===== src/rtl/useq_pkg.sv =====
package useq_pkg;
    localparam int OPC_W     = 4;
    localparam int STEP_W    = 4;
    localparam int WORD_W    = 21;
    localparam int QUARTERS  = 4;
    localparam int QSEL_W    = $clog2(QUARTERS);
    localparam int ROW_W     = WORD_W * QUARTERS;
    localparam int ROW_AW    = OPC_W + STEP_W - QSEL_W;
    localparam int COND_W    = 32;

    typedef enum logic [2:0] {
        UT_CJMP  = 3'd0,
        UT_ALU   = 3'd1,
        UT_DONE  = 3'd4,
        UT_MOVE  = 3'd5,
        UT_SHIFT = 3'd6,
        UT_MISC  = 3'd7
    } utype_e;

    typedef struct packed {
        logic        fmt;
        logic [1:0]  typ;
        logic [4:0]  a;
        logic [12:0] b;
    } uword_t;

    function automatic logic [2:0] type_of(uword_t w);
        return {w.fmt, w.typ};
    endfunction

    // Constant microcode content, computed rather than tabulated.
    function automatic uword_t mk_word(logic [OPC_W-1:0] p, logic [STEP_W-1:0] s);
        uword_t w;
        w = '0;
        if (p != '0 && s == 4'd12) begin
            {w.fmt, w.typ} = UT_DONE;
        end else if (p[0] && s == 4'd2) begin
            {w.fmt, w.typ} = UT_CJMP;
            w.a = {1'b0, p};
            w.b = {p[1], p ^ 4'h8, 4'd10, 4'd0};
        end else if (!s[0]) begin
            {w.fmt, w.typ} = UT_ALU;
            w.a = {1'b0, p ^ s};
            w.b = {9'd0, s};
        end else begin
            if (s == 4'd7)     {w.fmt, w.typ} = UT_MISC;
            else if (s[1])     {w.fmt, w.typ} = UT_SHIFT;
            else               {w.fmt, w.typ} = UT_MOVE;
            w.a = {p, s[0]};
            w.b = {9'd0, s};
        end
        return w;
    endfunction

    function automatic logic [ROW_W-1:0] row_image(logic [ROW_AW-1:0] r);
        logic [ROW_W-1:0] img;
        img = '0;
        for (int q = 0; q < QUARTERS; q++) begin
            img[q*WORD_W +: WORD_W] =
                mk_word(r[ROW_AW-1 -: OPC_W], {r[ROW_AW-OPC_W-1:0], QSEL_W'(q)});
        end
        return img;
    endfunction
endpackage


===== src/rtl/useq_rom.sv =====
module useq_rom
    import useq_pkg::*;
(
    input  logic [ROW_AW-1:0] row_addr,
    output logic [ROW_W-1:0]  row_data
);
    always_comb row_data = row_image(row_addr);
endmodule


===== src/rtl/useq_qmux.sv =====
module useq_qmux #(
    parameter int WIDTH = 21,
    parameter int NUM   = 4,
    localparam int SEL_W = $clog2(NUM)
) (
    input  logic [WIDTH*NUM-1:0] row,
    input  logic [SEL_W-1:0]     sel,
    output logic [WIDTH-1:0]     word
);
    logic [WIDTH-1:0] lane [NUM];

    for (genvar g = 0; g < NUM; g++) begin : g_lane
        assign lane[g] = row[g*WIDTH +: WIDTH];
    end

    always_comb word = lane[sel];
endmodule


===== src/rtl/useq_ctrl.sv =====
module useq_ctrl
    import useq_pkg::*;
(
    input  logic              clk,
    input  logic              rst,
    input  logic              op_load,
    input  logic [OPC_W-1:0]  op_code,
    input  uword_t            word,
    input  logic [COND_W-1:0] cond_i,
    output logic              busy,
    output logic [OPC_W-1:0]  opc,
    output logic [STEP_W-1:0] step,
    output logic              fetch_req
);
    typedef enum logic {S_IDLE, S_RUN} state_e;
    state_e state;

    logic [2:0] tcode;
    logic       taken;
    logic       last;

    always_comb begin
        tcode     = type_of(word);
        taken     = (state == S_RUN) && (tcode == UT_CJMP) && cond_i[word.a];
        last      = (tcode == UT_DONE) || (step == {STEP_W{1'b1}});
        fetch_req = (state == S_RUN) && !taken && last;
        busy      = (state == S_RUN);
    end

    always_ff @(posedge clk) begin
        if (rst) begin
            state <= S_IDLE;
            opc   <= '0;
            step  <= '0;
        end else begin
            case (state)
                S_IDLE: begin
                    if (op_load) begin
                        state <= S_RUN;
                        opc   <= op_code;
                        step  <= '0;
                    end
                end
                default: begin
                    if (taken) begin
                        step <= word.b[7:4];
                        if (word.b[12]) opc <= word.b[11:8];
                    end else if (last) begin
                        state <= S_IDLE;
                        step  <= '0;
                    end else begin
                        step <= step + 1'b1;
                    end
                end
            endcase
        end
    end
endmodule


===== src/rtl/useq_sequencer.sv =====
module useq_sequencer
    import useq_pkg::*;
(
    input  logic              clk,
    input  logic              rst,
    input  logic              op_load,
    input  logic [OPC_W-1:0]  op_code,
    input  logic [COND_W-1:0] cond_i,
    output logic              busy,
    output logic [OPC_W+STEP_W-1:0] upc,
    output logic [WORD_W-1:0] uinst,
    output logic [2:0]        utype,
    output logic              alu_valid,
    output logic [4:0]        alu_op,
    output logic              fetch_req
);
    logic [OPC_W-1:0]  opc;
    logic [STEP_W-1:0] step;
    logic [ROW_AW-1:0] row_addr;
    logic [ROW_W-1:0]  row_data;
    logic [WORD_W-1:0] raw_word;
    uword_t            word;

    assign row_addr = {opc, step[STEP_W-1:QSEL_W]};

    useq_rom u_rom (
        .row_addr (row_addr),
        .row_data (row_data)
    );

    useq_qmux #(.WIDTH(WORD_W), .NUM(QUARTERS)) u_qmux (
        .row  (row_data),
        .sel  (step[QSEL_W-1:0]),
        .word (raw_word)
    );

    assign word = uword_t'(raw_word);

    useq_ctrl u_ctrl (
        .clk       (clk),
        .rst       (rst),
        .op_load   (op_load),
        .op_code   (op_code),
        .word      (word),
        .cond_i    (cond_i),
        .busy      (busy),
        .opc       (opc),
        .step      (step),
        .fetch_req (fetch_req)
    );

    always_comb begin
        upc       = {opc, step};
        uinst     = busy ? raw_word : '0;
        utype     = busy ? type_of(word) : 3'd0;
        alu_valid = busy && (type_of(word) == UT_ALU);
        alu_op    = alu_valid ? word.a : 5'd0;
    end
endmodule


===== config.mk =====
export PLATFORM = sky130hd
export DESIGN_NAME = useq_sequencer
export DESIGN_NICKNAME = d
export VERILOG_FILES = /design/src/rtl/useq_pkg.sv /design/src/rtl/useq_rom.sv /design/src/rtl/useq_qmux.sv /design/src/rtl/useq_ctrl.sv /design/src/rtl/useq_sequencer.sv
export SDC_FILE = /design/constraint.sdc
export NUM_CORES = 1
export LEC_CHECK = 0
export ABC_AREA = 1
export BUFFER_PORTS_ARGS = -buffer_cell sky130_fd_sc_hd__buf_2
export CORE_ASPECT_RATIO = 0.8
export CORE_UTILIZATION = 30
export CTS_CLUSTER_SIZE = 24
export DETAILED_ROUTE_END_ITERATION = 8
export SETUP_SLACK_MARGIN = 0.4
export SYNTH_ARGS = -nofsm -noshare
export SYNTH_HDL_FRONTEND = slang
export SYNTH_SLANG_ARGS = --single-unit

===== constraint.sdc =====
create_clock -name clk -period 5.54 [get_ports clk]
set_input_delay 0.277 -clock clk [delete_from_list [all_inputs] [get_ports clk]]
set_output_delay 0.277 -clock clk [all_outputs]
set_load 0.03 [all_outputs]

* Word level (Yosys, flattened, before mapping)
Cells that the tools add are included.
** Storage, ports and cells
- Register bits :: 9
- Latch bits :: 0
- Bits in writable memories :: 0
- ROM bits :: 0
- Input bits :: 39
- Logic and storage cells :: 55
- Memories :: 0
** Operators by class
- Add/subtract/negate cells :: 1
- Multiply operators :: 0
- Divide/modulo/power cells :: 0
- Magnitude comparators :: 2
- Equality and inequality tests :: 7
- Shift operators :: 0
- Multiplexer cells :: 24
- Bitwise logic cells :: 4
- Reductions and logical operators :: 14
** Operator list (number)
- $mux W21 :: 3
- $bmux W21 S2 :: 1
- $mux W4 :: 8
- $mux W19 :: 1
- $mux W17 :: 1
- $xor A4 B4 Y4 :: 2
- $logic_and A1 B1 Y1 :: 7
- $lt A5 B6 Y1 const B :: 1
- $mux W1 :: 6
- $mux W3 :: 2
- $bmux W1 S5 :: 1
- $mux W5 :: 1
- $add A4 B1 Y4 const B :: 1
- $eq A4 B4 Y1 const B :: 1
- $ne A2 B2 Y1 const B :: 2
- $reduce_bool A4 Y1 :: 1
- $eq A3 B1 Y1 const B :: 1
- $eq A3 B3 Y1 const B :: 1
- $ge A3 B3 Y1 const B :: 1
- $logic_not A3 Y1 :: 1
- $not A2 Y3 :: 1
- $reduce_and A3 Y1 :: 1
- $eq A2 B1 Y1 const B :: 1
- $eq A2 B2 Y1 const B :: 1
- other kinds (5) :: 5

* Logic depth before layout (Yosys ltp)
Gate-level depths: netlist (run 1).
- Depth after elaboration :: 12
- Gate-level depth with buffers :: 16
- Depth with buffers taken out :: 16

* Cells and area by module
A second synthesis (run 1) with hierarchy kept.
** Second synthesis, totals
- Cell total of the unflattened synthesis :: 576
- Area, all modules :: 3012.9 um^2
** Modules (own cells, without submodules)
- useq_qmux :: instances 1, cells an instance 246, area each 1096.1 um^2
- useq_ctrl :: instances 1, cells an instance 168, area each 999.7 um^2
- useq_rom :: instances 1, cells an instance 102, area each 675.6 um^2
- useq_sequencer :: instances 1, cells an instance 60, area each 241.5 um^2

* Worst setup path after synthesis (run 1)
Ideal clock, no wire load.
- Kind :: register -> output
- Start :: reg u_ctrl.step[0]
- End :: out alu_op[0]
- Data arrival time :: 2.626 ns
- Path slack :: 2.637 ns
- Stages on the path, launching flop included :: 11
- Path through :: dfxtp_1 buf_4 inv_4 buf_6 nand2_1 nand3_1 nand2_1 inv_1 nor3_1 inv_1 nor2_1
** Between the ends
- Word-level cells in the longest chain between the ends :: 7
** RTL lines
- start: declaration :: line useq_ctrl.sv:12 : output logic [STEP_W-1:0] step,
- start signal: assignment :: line useq_ctrl.sv:46 : step <= word.b[7:4];
- start signal: assignment :: line useq_ctrl.sv:52 : step <= step + 1'b1;
- $not A2 Y3 (not written as such) :: line useq_qmux.sv:16 : always_comb word = lane[sel];
- $bmux W21 S2 :: line useq_qmux.sv:16
- $mux W21 (not written as such) (2 in series) :: line useq_qmux.sv:16
- $eq A3 B1 Y1 :: line useq_sequencer.sv:56 : alu_valid = busy && (type_of(word) == UT_ALU);
- $logic_and A1 B1 Y1 :: line useq_sequencer.sv:56
- via alu_valid :: line useq_sequencer.sv:13 : output logic alu_valid,
- $mux W5 :: line useq_sequencer.sv:57 : alu_op = alu_valid ? word.a : 5'd0;
- end: declaration :: line useq_sequencer.sv:14 : output logic [4:0] alu_op,
The timed path passes the listed nets, and every way through them passes these cells. The select of a mux whose other input is x is not followed.

* Final worst setup path (run 1)
- Start :: reg u_ctrl.step[2]
- End :: out fetch_req
** Between the ends
- Word-level cells in the longest chain between the ends :: 12
- Elaborated cells on any way between the ends :: 25
** RTL lines
- $eq A2 B2 Y1 / $logic_not A2 Y1 (equally long branches) :: line useq_pkg.sv:35, useq_pkg.sv:37
- $logic_and A1 B1 Y1, on equally long branches :: line useq_pkg.sv:35, useq_pkg.sv:37
- $mux W17 (tied with other cells) :: line useq_pkg.sv:35 : if (p != '0 && s == 4'd12) begin
- $bmux W21 S2 :: line useq_qmux.sv:16
- $mux W21 (not written as such) (2 in series) :: line useq_qmux.sv:16
- $bmux W1 S5 / $logic_not A3 Y1 (equally long branches) :: line useq_ctrl.sv:24 : taken = (state == S_RUN) && (tcode == UT_CJMP) && cond_i[word.a];
- $mux W1 (not written as such) / $logic_and A1 B1 Y1 (equally long branches) :: line useq_ctrl.sv:24
- $logic_and A1 B1 Y1 :: line useq_ctrl.sv:24
- $logic_not A1 Y1 :: line useq_ctrl.sv:26 : fetch_req = (state == S_RUN) && !taken && last;
- $logic_and A1 B1 Y1 :: line useq_ctrl.sv:26
- $logic_and A1 B1 Y1 (*) :: line useq_ctrl.sv:26
- end: declaration :: line useq_sequencer.sv:15 : output logic fetch_req
Mark *: on every way between the ends. The rest lies on a longest branch, timed or not. The select of a mux whose other input is x is not followed.

==> run metrics, run 1 <==
slowest cell delay on critical path=0.42 ns; post-layout min period=2.91 ns; CTS tree=done; Yosys warning count=0; Hold Crit Start=rst; DP HPWL=2660 um; FF+latch count, synth=9; PortBufs=59; Worst slew margin=62.8%; pin count of the biggest net entering global routing=18; clk sinks=9; Initial Utilization=32.7%; drt first pass iters=5; htree depth=1; GPL Wtd Cong=0.816; Vias=1303; worst setup path class=reg2out; drc violations=0; n_diodes=0; filler instances=419; DIE HEIGHT=57.7 um; Synth top area share=15.5%; register area share after synthesis=15.5%; total grt overflow=0; Final period util=52.6%; first-pass GRT wire length=5290 um; Iteration-0 DRC Markers=73; crit path DAT=2.64 ns; status=finished, final reports clean; reg-to-reg critical path endpoint=u_ctrl.opc[2]; busiest grt layer=met2; Mapped Cells=193; site row count=19; VDD IR-drop max=0.0940 mV; post-synthesis cell type count=31; setup violators final=0; clock tree buffer depth=2; pre-CTS WS=2.84 ns; Max-Cap Viols=0; Synth area leader=dfxtp_1; Buf+Inv Stages, Crit Path=3; Comb pwr share=42.2%; r2r setup slk=3.21 ns; Syn-to-layout area delta=24.7%; share of layout cells above drive strength 1=33.6%; met2 GRT Util=24.5%; Final Max Slew Viols=0; met1 global-route usage=24.2%; Critical Path Most Common Cell=nand3_1; number of synthesized flops with an enable pin=0; WP data required=5.26 ns; cts bufs inserted=3; Setup crit end kind=primary output; Pwr per Cell Area=182 mW/mm2; via/cell ratio=4.56; Top-Level Pins=79; ys flop type=dfxtp_1; synth top area cells=dfxtp_1 (15%), nand3_1 (15%), nand2_1 (14%); WHS Endpoint=u_ctrl.step[0]; FF-to-FF path depth=15; post-CTS resize count=0; syn_area_per_cell=6.04 um2; vias in the first global route=1148; Die X=71.7 um; CP Cell Sequence=nor3_1 -> ha_1 -> nand3b_1 -> o21ai_1 -> inv_1 -> nand2_1 -> nand3_1 -> nand3_1 -> nand3_1 -> nand2_1 -> nand2_2 -> nand2_2 -> inv_1 -> nor3_2 -> buf_2; initial antenna violation count=0; clk slew on worst S/H paths=0.04 ns; cts hold-fix bufs=0; Wirelength per Cell=11.4 um; worst hold path class=in2reg; reg-to-reg startpoint=u_ctrl.step[2]; Clock Tree Root=clkbuf_8; die area=0.00414 mm2; Critical Path Fanout Max=10; post-CTS setup repair buffer count=0; Setup TNS=0 ns; Reg power frac=29.4%; Switching Fraction=41.4%; total track usage=16.2%; clock share of power=28.5%; Total Wirelength=3270 um; Slowest cell on crit path=dfxtp_1; FMAX=343 MHz; hold depth=2; Worst Max-Slew Pin Slew=0.554 ns; CP delay by family, top=simple AND/OR/NAND/NOR gates; Async S/R FF share, synth=0%; LEAKAGE=0.832 nW; Clock Latency Late Sink=0.23 ns; Net count, final=286; Final ANT Viol Nets=0; CP Launch Type=flip-flop; Core ar.=0.00357 mm2; met3 Track Usage GR=1.57%; RSZ-0062 raised after global routing=no; Cell Area, Synth=0.00116 mm2; worst setup margin=2.63 ns; Worst Skew=0.00198 ns; internal power=0.155 mW; Final Hold Fails=0; Psw=0.109 mW
-- power groups by stage --
stage	logic, mW	clock network (mW)	registers [mW]
final	0.111	0.0752	0.0776
after global routing	0.124	0.0842	0.0787
after CTS	0.112	0.0777	0.0777
after detailed placement	0.112	0	0.0789
after global placement	0.111	0	0.0787
after floorplan	0.0829	0	0.0820
-- per-layer routing --
layer  part of all wire [%]  routed length, um  vias to the layer above
met5                      0                  0                        -
met4                   0.76                 25                        0
met3                    3.1                102                        4
met2                     43               1390                       33
met1                     54               1750                      558
li1                       -                  -                      708
-- layout make-up --
type	instances	area (um2)	share of cell area, %
clock buffers	4	45.0	3.10
inverters	30	115	7.92
multi-input cells	142	764	52.6
flip-flops and latches	9	180	12.4
well taps	42	52.6	3.62
repair buffers	59	295	20.3
-- flip-flops by register name (all words and copies together), names as in the netlist --
register	flops
u_ctrl.step	4
u_ctrl.opc	4
u_ctrl.busy	1
-- synth_stat cells, types with 2 or more instances --
cell      count
nand3_1      34
nor2_1       20
buf_6         3
buf_4        10
nor3_1        4
nand3_2       2
nand2_1      42
o21ai_0       4
nand3_4       2
inv_1        26
nor2_4        2
ha_1          2
nand2_2       4
clkinv_1      2
dfxtp_1       9
nand3b_1      2
nand2_4       2
nor3_2        2
a21oi_1       9
-- kinds of logic (layout without fill, tap and decap cells) --
family,after synthesis,in the layout,share of synthesized area [%]
simple gates,118,118,53.0
buf+inv,44,93,19.5
compound gates,17,17,8.06
flops,9,9,15.5
fa+ha+maj,2,2,2.15
xor+xnor,2,2,1.50
other cells,1,3,0.322
-- metrics by stage --
step           std cells  hold slack, ns  power [mW]  utilization [%]  area, um2
2_1_floorplan        195           0.339       0.165                -       1170
3_3_place_gp         282           0.518       0.190             39.5       1410
3_5_place_dp         282           0.517       0.191             39.5       1410
4_1_cts              286           0.275       0.267             40.7       1450
5_1_grt              286           0.281       0.287             40.7       1450
6_report             286           0.276       0.264             40.7       1450
-- how the worst max path moves through the flow --
| stage | endpoint | slack (ns) | start | depth (start not counted) |
|---|---|---|---|---|
| 2_1_floorplan | alu_op[0] | 2.64 | u_ctrl.step[0] | 10 |
| 3_3_place_gp | fetch_req | 2.85 | u_ctrl.step[2] | 15 |
| 3_5_place_dp | fetch_req | 2.84 | u_ctrl.step[2] | 15 |
| 4_1_cts | fetch_req | 2.59 | u_ctrl.step[2] | 15 |
| 5_1_grt | fetch_req | 2.32 | u_ctrl.opc[0] | 16 |
| 6_report | fetch_req | 2.63 | u_ctrl.step[2] | 15 |
-- placed cells by master (no fill, tap or decap), drive strengths merged --
master	n
nor2	22
nor4	1
clkbuf	4
ha	2
o21ai	6
nor3	6
nand4	1
xnor2	1
clkinv	2
dfxtp	9
nand3	38
o22ai	1
nand3b	2
buf	59
a21oi	10
conb	3
nand2	48
xor2	1
inv	28
(Power assumes the default switching activity.)
==> run 2, diff against run 1 <==
--- a/config.mk
+++ b/config.mk
@@ -5,7 +5,7 @@
 export SDC_FILE = /design/constraint.sdc
 export NUM_CORES = 1
 export LEC_CHECK = 0
-export ABC_AREA = 1
+export ABC_AREA = 0
 export BUFFER_PORTS_ARGS = -buffer_cell sky130_fd_sc_hd__buf_2
 export CORE_ASPECT_RATIO = 0.8
 export CORE_UTILIZATION = 30
==> constraint.sdc (replaced) <==
create_clock -name clk -period 2.7 [get_ports clk]
set_input_delay 0.135 -clock clk [delete_from_list [all_inputs] [get_ports clk]]
set_output_delay 0.135 -clock clk [all_outputs]
set_load 0.03 [all_outputs]
==> run 2 against run 1 <==
Clock power increased by 110%. Critical endpoint is now u_ctrl.opc[3]. Routed wire length is 8.1% higher. Via count grew 6.1%. Global-route usage increased by 1.3 points. Non-clock buffer count grew 18. Synthesized area down 5.9%. Combinational power grew to 3.0 times the previous value. Hold slack got worse by 0.13 ns.
==> run metrics, run 2 <==
status=finished, final reports clean; CP Capture Point=u_ctrl.opc[3]; WP data required=2.82 ns (-2.44 ns); worst setup path class=reg2reg; Vias=1383 (+6.1%); total track usage=17.5% (+1.3 points); CP Cell Sequence=or3b_4 -> inv_4 -> ha_4 -> nor2b_4 -> a311o_1 -> a221oi_2 -> a2111oi_2 -> nor4_2 -> o41a_1 -> mux2_1; post-synthesis cell type count=49 (+58%); synth top area cells=dfxtp_1 (16%), nor2_1 (7.5%), buf_4 (6.8%); Synth top area share=16.4% (+0.97 points); number of synthesized flops with an enable pin=0 (unchanged); htree depth=1 (unchanged); reg-to-reg critical path endpoint=u_ctrl.opc[3]; Slowest cell on crit path=or3b_4; Net count, final=262 (-8.4%); commonest non-fill, non-tap cell in the layout=buf_2; Iteration-0 DRC Markers=68 (-6.8%); Final period util=99.7%; die area=0.00390 mm2 (-5.7%); FMAX=371 MHz; syn_area_per_cell=7.03 um2 (+16%); clk sinks=9 (unchanged); Clock Tree Root=clkbuf_8; Async S/R FF share, synth=0% (unchanged); post-layout min period=2.69 ns; Syn-to-layout area delta=51.8%; top cells by count, synth=nor2_1 (22), inv_1 (11), buf_4 (10), nand2_1 (10), nor3_1 (10); CP delay by family, top=compound AO/OA/AOI/OAI gates; pin count of the biggest net entering global routing=17 (-1); slowest cell delay on critical path=0.41 ns (about the same); register area share after synthesis=16.4% (+0.97 points); filler instances=356 (-15%); Core ar.=0.00347 mm2 (-2.7%); DP Area=0.00148 mm2 (+5.4%); via/cell ratio=5.28 (+16%); Max-Cap Viols=0 (unchanged); Synth area leader=dfxtp_1; clock tree buffer depth=2 (unchanged); CP Launch Type=flip-flop; Hold WS=0.143 ns (-0.132 ns); met2 GRT Util=25.2% (+0.71 points); Critical Path Fanout Max=4 (-6); GPL Wtd Cong=0.830 (+1.7%); Top-Level Pins=79 (unchanged); VDD IR-drop max=0.230 mV (+150%); drt first pass iters=4 (-1); LEAKAGE=0.789 nW (-5.1%); vias in the first global route=1168 (+1.7%); r2r setup slk=0.008 ns (-3.20 ns); share of layout cells above drive strength 1=50.9% (+17 points); cts hold-fix bufs=0 (unchanged); ys flop type=dfxtp_1; clk slew on worst S/H paths=0.05 ns (about the same); cts bufs inserted=3 (unchanged); Initial Utilization=31.6% (-1.1 points); Cell Area, Synth=0.00110 mm2 (-5.9%); crit path launch=u_ctrl.step[2]; crit path DAT=2.81 ns (+0.17 ns); CP Depth=10 (-5); Total Wirelength=3540 um (+8.1%); Clock Latency Late Sink=0.23 ns (about the same); Buf+Inv Stages, Crit Path=1 (-2); Die X=69.6 um (-2.9%); Setup TNS=0 ns (unchanged); Wirelength per Cell=13.5 um (+18%); site row count=19 (unchanged); PortBufs=59 (unchanged); RSZ-0062 raised after global routing=yes; n_diodes=0 (unchanged); Final Max Slew Viols=0 (unchanged); Setup crit end kind=flip-flop; Power Total=0.648 mW (+150%); DIE HEIGHT=56.1 um (-2.9%); most frequent cell after synthesis=nor2_1; initial antenna violation count=0 (unchanged); DP HPWL=2660 um (-0.14%); reg-to-reg startpoint=u_ctrl.step[2]; setup violators final=0 (unchanged); met3 Track Usage GR=1.81% (+0.25 points); fin area=0.00166 mm2 (+15%); CTS tree=done; Mapped Cells=156 (-19%); worst hold path class=in2reg; Final ANT Viol Nets=0 (unchanged); drc violations=0 (unchanged); met1 global-route usage=25.7% (+1.5 points); total grt overflow=0 (unchanged); Worst Skew=0.00347 ns (+0.00149 ns); busiest grt layer=met1; Pwr per Cell Area=389 mW/mm2 (+110%); first-pass GRT wire length=5350 um (+1.3%); FF+latch count, synth=9 (unchanged); Yosys warning count=0 (unchanged); most frequent cells in the layout=buf_2 (58), nor2_1 (21), buf_4 (17); Final Hold Fails=0 (unchanged); FF-to-FF path depth=10 (-5)
-- run 2: cell type report --
type	instances	area (um2)	share of cell area (%)
Timing Repair Buffer	77	440	26.5
Sequential cell	9	193	11.6
Clock buffer	4	45.0	2.71
Tap cell	42	52.6	3.16
Multi-Input combinational cell	118	886	53.2
Inverter	12	47.5	2.86
-- run 2: cells by family after synthesis --
kind of cell | Yosys count | share of synthesized area (%)
other cells | 1 | 0.342
xor+xnor | 1 | 0.799
simple gates | 75 | 36.4
fa+ha+maj | 2 | 2.28
flops | 9 | 16.4
compound gates | 34 | 25.6
buf+inv | 31 | 15.3
mux | 3 | 2.85
-- run 2: layer usage --
layer / part of all wire, % / vias up
met5: 0 / -
met4: 1.9 / 0
met3: 6.0 / 7
met2: 44 / 49
met1: 48 / 640
li1: - / 687
-- run 2: power by group --
part / switching [mW] / total, mW / leakage [nW] / internal, mW
clock: 0.0551 / 0.158 / 0.0228 / 0.103
sequential: 0.0129 / 0.154 / 0.0765 / 0.141
combinational: 0.198 / 0.336 / 0.690 / 0.137
-- run 2: worst min-delay path by stage --
| stage | depth (start not counted) | slack [ns] | startpoint | end |
|---|---|---|---|---|
| 2_1_floorplan | 2 | 0.26 | op_code[0] | u_ctrl.opc[0] |
| 3_3_place_gp | 3 | 0.39 | op_code[2] | u_ctrl.opc[2] |
| 3_5_place_dp | 3 | 0.39 | op_code[2] | u_ctrl.opc[2] |
| 4_1_cts | 3 | 0.14 | op_code[2] | u_ctrl.opc[2] |
| 5_1_grt | 3 | 0.16 | op_code[0] | u_ctrl.opc[0] |
| 6_report | 3 | 0.14 | op_code[2] | u_ctrl.opc[2] |
-- run 2: through the flow --
stage	cells	setup slack [ns]	utilization (%)
2_1_floorplan	158	-0.0809	-
3_3_place_gp	256	-0.0649	42.8
3_5_place_dp	256	-0.0806	42.8
4_1_cts	262	-0.0348	46.4
5_1_grt	262	-0.0891	47.9
6_report	262	0.00756	47.9
-- run 2: worst reg2reg max path, stage by stage (launching register included) --
cell	delay, ns
dfxtp_4	0.33
or3b_4	0.41
inv_4	0.08
ha_4	0.13
nor2b_4	0.04
a311o_1	0.34
a221oi_2	0.32
a2111oi_2	0.07
nor4_2	0.33
o41a_1	0.20
mux2_1	0.32
-- run 2: timing repair --
item	in CTS	in global routing
buffers inserted	2	0
endpoints found under the setup margin	11	11
gates resized for setup	13	12
pin swaps	8	5
endpoints found under the hold margin	0	0
